## src/rtl/twi_bus_monitor.sv

```systemverilog
module twi_bus_monitor (
  input  logic       clk,
  input  logic       rst_n,
  input  logic       scl_i,
  input  logic       sda_i,
  output logic       ev_valid,
  output logic [1:0] ev_kind,
  output logic [7:0] ev_byte,
  output logic       ev_ack,
  output logic       ev_addr,
  output logic       ev_rw,
  output logic       err_empty,
  output logic       err_trunc,
  output logic       err_stray
);
  localparam logic [1:0] K_START = 2'd0, K_RESTART = 2'd1, K_STOP = 2'd2, K_PKT = 2'd3;
  localparam int unsigned PKT_BITS = 9;

  logic [2:0] scl_p, sda_p;
  logic       busy, first, have, bit_l;
  logic [3:0] bitcnt;
  logic [7:0] shreg;

  always_ff @(posedge clk) begin
    if (!rst_n) begin
      scl_p <= '1;
      sda_p <= '1;
    end else begin
      scl_p <= {scl_p[1:0], scl_i};
      sda_p <= {sda_p[1:0], sda_i};
    end
  end

  wire scl_hi  = scl_p[1] & scl_p[2];
  wire start_c = scl_hi & sda_p[2] & ~sda_p[1];
  wire stop_c  = scl_hi & ~sda_p[2] & sda_p[1];
  wire rise_c  = scl_p[1] & ~scl_p[2];
  wire fall_c  = ~scl_p[1] & scl_p[2];
  wire partial = bitcnt != 4'd0;

  always_ff @(posedge clk) begin
    ev_valid  <= 1'b0;
    ev_kind   <= '0;
    ev_byte   <= '0;
    ev_ack    <= 1'b0;
    ev_addr   <= 1'b0;
    ev_rw     <= 1'b0;
    err_empty <= 1'b0;
    err_trunc <= 1'b0;
    err_stray <= 1'b0;
    if (!rst_n) begin
      busy   <= 1'b0;
      first  <= 1'b0;
      have   <= 1'b0;
      bit_l  <= 1'b0;
      bitcnt <= '0;
      shreg  <= '0;
    end else if (start_c) begin
      ev_valid  <= 1'b1;
      ev_kind   <= busy ? K_RESTART : K_START;
      err_trunc <= busy & partial;
      busy      <= 1'b1;
      first     <= 1'b1;
      have      <= 1'b0;
      bitcnt    <= '0;
    end else if (stop_c) begin
      have <= 1'b0;
      if (busy) begin
        ev_valid  <= 1'b1;
        ev_kind   <= K_STOP;
        err_trunc <= partial;
        err_empty <= first & ~partial;
        busy      <= 1'b0;
        first     <= 1'b0;
        bitcnt    <= '0;
      end else begin
        err_stray <= 1'b1;
      end
    end else if (rise_c) begin
      bit_l <= sda_p[1];
      have  <= busy;
    end else if (fall_c && have) begin
      have <= 1'b0;
      if (bitcnt == 4'(PKT_BITS - 1)) begin
        ev_valid <= 1'b1;
        ev_kind  <= K_PKT;
        ev_byte  <= shreg;
        ev_ack   <= ~bit_l;
        ev_addr  <= first;
        ev_rw    <= first & shreg[0];
        first    <= 1'b0;
        bitcnt   <= '0;
      end else begin
        shreg  <= {shreg[6:0], bit_l};
        bitcnt <= bitcnt + 4'd1;
      end
    end
  end

  assert_bitcnt_range_R3: assert property (@(posedge clk) disable iff (!rst_n)
    bitcnt < 4'(PKT_BITS));
  assert_pkt_boundary_R3: assert property (@(posedge clk) disable iff (!rst_n)
    (ev_valid && ev_kind == K_PKT) |-> bitcnt == 4'd0);
  assert_addr_is_pkt_R4: assert property (@(posedge clk) disable iff (!rst_n)
    ev_addr |-> (ev_valid && ev_kind == K_PKT));
  assert_idle_clear_R6: assert property (@(posedge clk) disable iff (!rst_n)
    !busy |-> bitcnt == 4'd0);
  assert_empty_on_stop_R7: assert property (@(posedge clk) disable iff (!rst_n)
    err_empty |-> (ev_valid && ev_kind == K_STOP));
  assert_trunc_on_frame_R8: assert property (@(posedge clk) disable iff (!rst_n)
    err_trunc |-> (ev_valid && ev_kind != K_PKT && ev_kind != K_START));
  assert_stray_alone_R9: assert property (@(posedge clk) disable iff (!rst_n)
    err_stray |-> !ev_valid);
endmodule

```

## config.mk

```make
export PLATFORM = sky130hd
export DESIGN_NAME = twi_bus_monitor
export DESIGN_NICKNAME = d
export VERILOG_FILES = /design/src/rtl/twi_bus_monitor.sv
export SDC_FILE = /design/constraint.sdc
export NUM_CORES = 1
export LEC_CHECK = 0
export BUFFER_PORTS_ARGS = -buffer_cell sky130_fd_sc_hd__buf_4
export CORE_UTILIZATION = 45
export DETAILED_ROUTE_END_ITERATION = 7
export PLACE_DENSITY = 0.65
export SYNTH_ARGS = -nofsm -noshare
export SYNTH_HDL_FRONTEND = slang
export SYNTH_SLANG_ARGS = --single-unit
```

## constraint.sdc

```tcl
create_clock -name clk -period 2.3 [get_ports clk]
set_input_delay 0.23 -clock clk [delete_from_list [all_inputs] [get_ports clk]]
set_output_delay 0.23 -clock clk [all_outputs]
set_load 0.02 [all_outputs]
```

==> key figures <==
CTS
  – Setup Fix Bufs, Post-CTS: 0
  – CTS Sinks: 39
  – CTS resizes: 0
  – Clock-pin slew on the worst setup and hold paths: 0.12 ns
  – Root Buffer: clkbuf_4
  – Total CTS buffers: 5
  – Hold Buf Count CTS: 0
  – Clk Latency, worst-skew pair: 0.35 ns
  – CTS tree: done
  – H-tree depth reported by CTS: 2
  – Clock buffer depth: 2

Routing
  – TritonRoute pass-1 iters: 4
  – WL per Instance: 10.79 µm
  – DRC: 0
  – Routed vias: 966
  – Routed wire length: 2179 µm
  – Via density: 4.782
  – ANT nets after route: 0
  – First DRT Iteration DRCs: 25

Placed design
  – Gpl congestion: 0.7152
  – Port bufs: 20
  – Detailed Place HPWL: 1505 µm
  – Area post-placement: 0.001589 mm²
  – Placed insts: 194

Synthesis
  – Register area share after synthesis: 55.08%
  – Simple-gate share of the synthesized area: 25.24%
  – Syn Inst Count: 134
  – Warnings from Yosys: 0
  – Flops & latches, synth: 39
  – Post-Synth XOR/XNOR Area: 1.853%
  – Mux cell area share after synthesis: 6.355%
  – Largest family of logic cells by synthesized area: simple AND/OR/NAND/NOR gates
  – Synth Area in Compound Gates: 5.737%
  – Distinct cell type count after synthesis: 32
  – Post-Synth Adder-Cell Area: 1.765%
  – Syn nets: 140
  – Area of the mapped netlist: 0.001418 mm²
  – Syn Area/Cell: 10.58 µm²

Finish
  – Nets: 163
  – Final Instance Count excl. Fillers: 202
  – Area Growth Syn to Fin: 16.15%
  – Diodes inserted: 0
  – Post-route cell area: 0.001647 mm²
  – Reg area: 780.7 µm²
  – Commonest non-fill, non-tap cell in the layout: dfxtp_1
  – Share of cells above drive strength 1: 24.68%
  – Multi-input combinational cell area: 580.6 µm²
  – FILL cells: 279
  – Most frequent cells in the layout: dfxtp_1, buf_4, nor2_1

Timing
  – FMAX: 695.0 MHz
  – Worst Tran Pin Value: 0.6276 ns
  – Minimum clock period: 1.439 ns
  – Final hold vios: 0
  – Setup violators final: 0
  – Rel. slew slack: 57.72%
  – Clock Skews: 0.01562 ns
  – Sum of negative setup slack: 0 ns
  – Slew Viols, Final: 0
  – Unrepaired setup endpoints after global routing: no
  – Crit share post-route: 62.55%

Floorplanning
  – Top Ports: 21
  – Row count: 20
  – Starting Density: 46.82%
  – Die Y: 58.13 µm
  – Die width: 58.13 µm
  – Core Region: 0.003028 mm²
  – DIE AREA: 0.003379 mm²

Critical path
  – R2r endpoint: ev_rw$_SDFF_PP0_
  – CP Capture Type: register
  – Setup slack, reg-to-reg: 0.86 ns
  – Critical Path RT: 2.60 ns
  – Element type at the critical path start: register
  – Critical path type: register to register
  – Critical Path AT: 1.74 ns
  – Reg2reg path depth: 6
  – Crit Path Max Fanout: 10
  – R2R Path Start: bitcnt[0]$_SDFFE_PP0P_

Worst hold path
  – Hold EP: sda_p[0]$_SDFF_PN1_
  – Startpoint of the worst hold path: sda_i
  – Hold WC Path Type: input port to register
  – WHS Path Cells: 2

Global route
  – GRT Overall Usage: 15.17%
  – First-pass GRT wire length: 3588 µm
  – Vias in the first global route: 824
  – Largest net degree at the start of global routing: 17
  – GRT overflow: 0
  – Initial antenna violation count: 0

Pwr
  – Worst vdd ir: 0.4229 mV
  – Lkg Pwr: 0.0007116 µW
  – PD cells: 645.1 mW/mm²

Run
  – Max Cap Viol: 0

Status
  – Outcome: completed
-- cell type report --
cell class                 instances  share of cell area [%]
tap                               44                   3.343
multi-input combinational         86                   35.26
timing repair buffer              21                   9.574
inverter                           4                  0.9119
clock buffer                       5                   2.280
sequential                        39                   47.42
clock inverter                     3                   1.216
-- worst max-delay path by stage --
stage	to	depth (start not counted)	startpoint	slack, ns
final	ev_rw$_SDFF_PP0_	6	bitcnt[0]$_SDFFE_PP0P_	0.86
after global routing	bitcnt[1]$_SDFFE_PP0P_	3	scl_p[1]$_SDFF_PN1_	0.72
after CTS	ev_rw$_SDFF_PP0_	6	bitcnt[0]$_SDFFE_PP0P_	0.87
after detailed placement	err_empty$_SDFF_PP0_	3	scl_p[1]$_SDFF_PN1_	0.88
after global placement	err_empty$_SDFF_PP0_	3	scl_p[1]$_SDFF_PN1_	0.87
after floorplan	ev_rw$_SDFF_PP0_	6	bitcnt[0]$_SDFFE_PP0P_	1.04
-- synth_stat cells --
library cell | instances | area share, %
clkbuf_1 | 1 | 0.26
nor2b_4 | 1 | 0.97
nor2b_1 | 3 | 1.3
and4_1 | 1 | 0.62
nand3_1 | 2 | 0.71
ha_1 | 2 | 1.8
nor3_1 | 6 | 2.1
nand4_4 | 1 | 1.5
nor4b_1 | 1 | 0.62
a21oi_1 | 5 | 1.8
xor2_1 | 3 | 1.9
o21a_1 | 1 | 0.53
a21o_1 | 1 | 0.53
buf_6 | 2 | 1.6
and2_1 | 3 | 1.3
nand3_4 | 1 | 1.2
inv_1 | 4 | 1.1
nor2_1 | 14 | 3.7
a32oi_1 | 1 | 0.62
nand3b_1 | 2 | 1.1
dfxtp_1 | 39 | 55
nand4_1 | 1 | 0.44
nor2_4 | 1 | 0.79
nand2b_1 | 6 | 2.6
mux2i_1 | 9 | 6.4
o21ai_0 | 5 | 1.8
nand2_1 | 7 | 1.9
o211ai_1 | 1 | 0.53
and2_2 | 6 | 3.2
and4b_1 | 1 | 0.71
buf_4 | 2 | 1.1
and3_1 | 1 | 0.44
-- registers in the layout, indices dropped and copies added (netlist names), 2 cells and up --
signal	count
ev_byte	8
shreg	8
bitcnt	4
scl_p	3
sda_p	3
ev_kind	2
-- cells by family after synthesis --
| logic type | count (synthesis) |
|---|---|
| compound gates | 14 |
| xor+xnor | 3 |
| fa+ha+maj | 2 |
| buf+inv | 9 |
| flops | 39 |
| mux | 9 |
| simple gates | 58 |
-- per-stage QoR --
step           setup WS [ns]  hold WS (ns)  total power, µW  utilization, %
2_1_floorplan          1.040        0.3030            727.9               -
3_3_place_gp          0.8731        0.3922            737.4           52.48
3_5_place_dp          0.8829        0.3954            738.0           52.48
4_1_cts               0.8679       0.03667             1080           54.38
5_1_grt               0.7199       0.02354             1119           54.38
6_report              0.8612       0.05755             1062           54.38
-- per-layer routing --
layer | global-route usage [%] | up-vias | wire length, µm | part of all wire, %
li1 | - | 497 | - | -
met3 | 8.036 | 4 | 111 | 5.1
met1 | 16.95 | 440 | 1038 | 48
met4 | 10.54 | 0 | 44 | 2.0
met2 | 22.17 | 25 | 985 | 45
met5 | 0 | - | 0 | 0
-- worst max-delay path, cell delays in order, from the launching register on --
cell and delay (ns):
dfxtp_1 0.36, inv_1 0.08, ha_1 0.16, nor2b_1 0.24
nand4_4 0.17, nor2_4 0.20, and3_1 0.17
-- where the power goes --
group	switching [µW]	internal [µW]	total (µW)	leakage, µW
Clock	223	117	340	0.0000272
Combinational	18.8	13.3	32.1	0.000369
Sequential	7.96	683	691	0.000316
Total	250	813	1060	0.000712
Power figures use the tool's default switching activity.
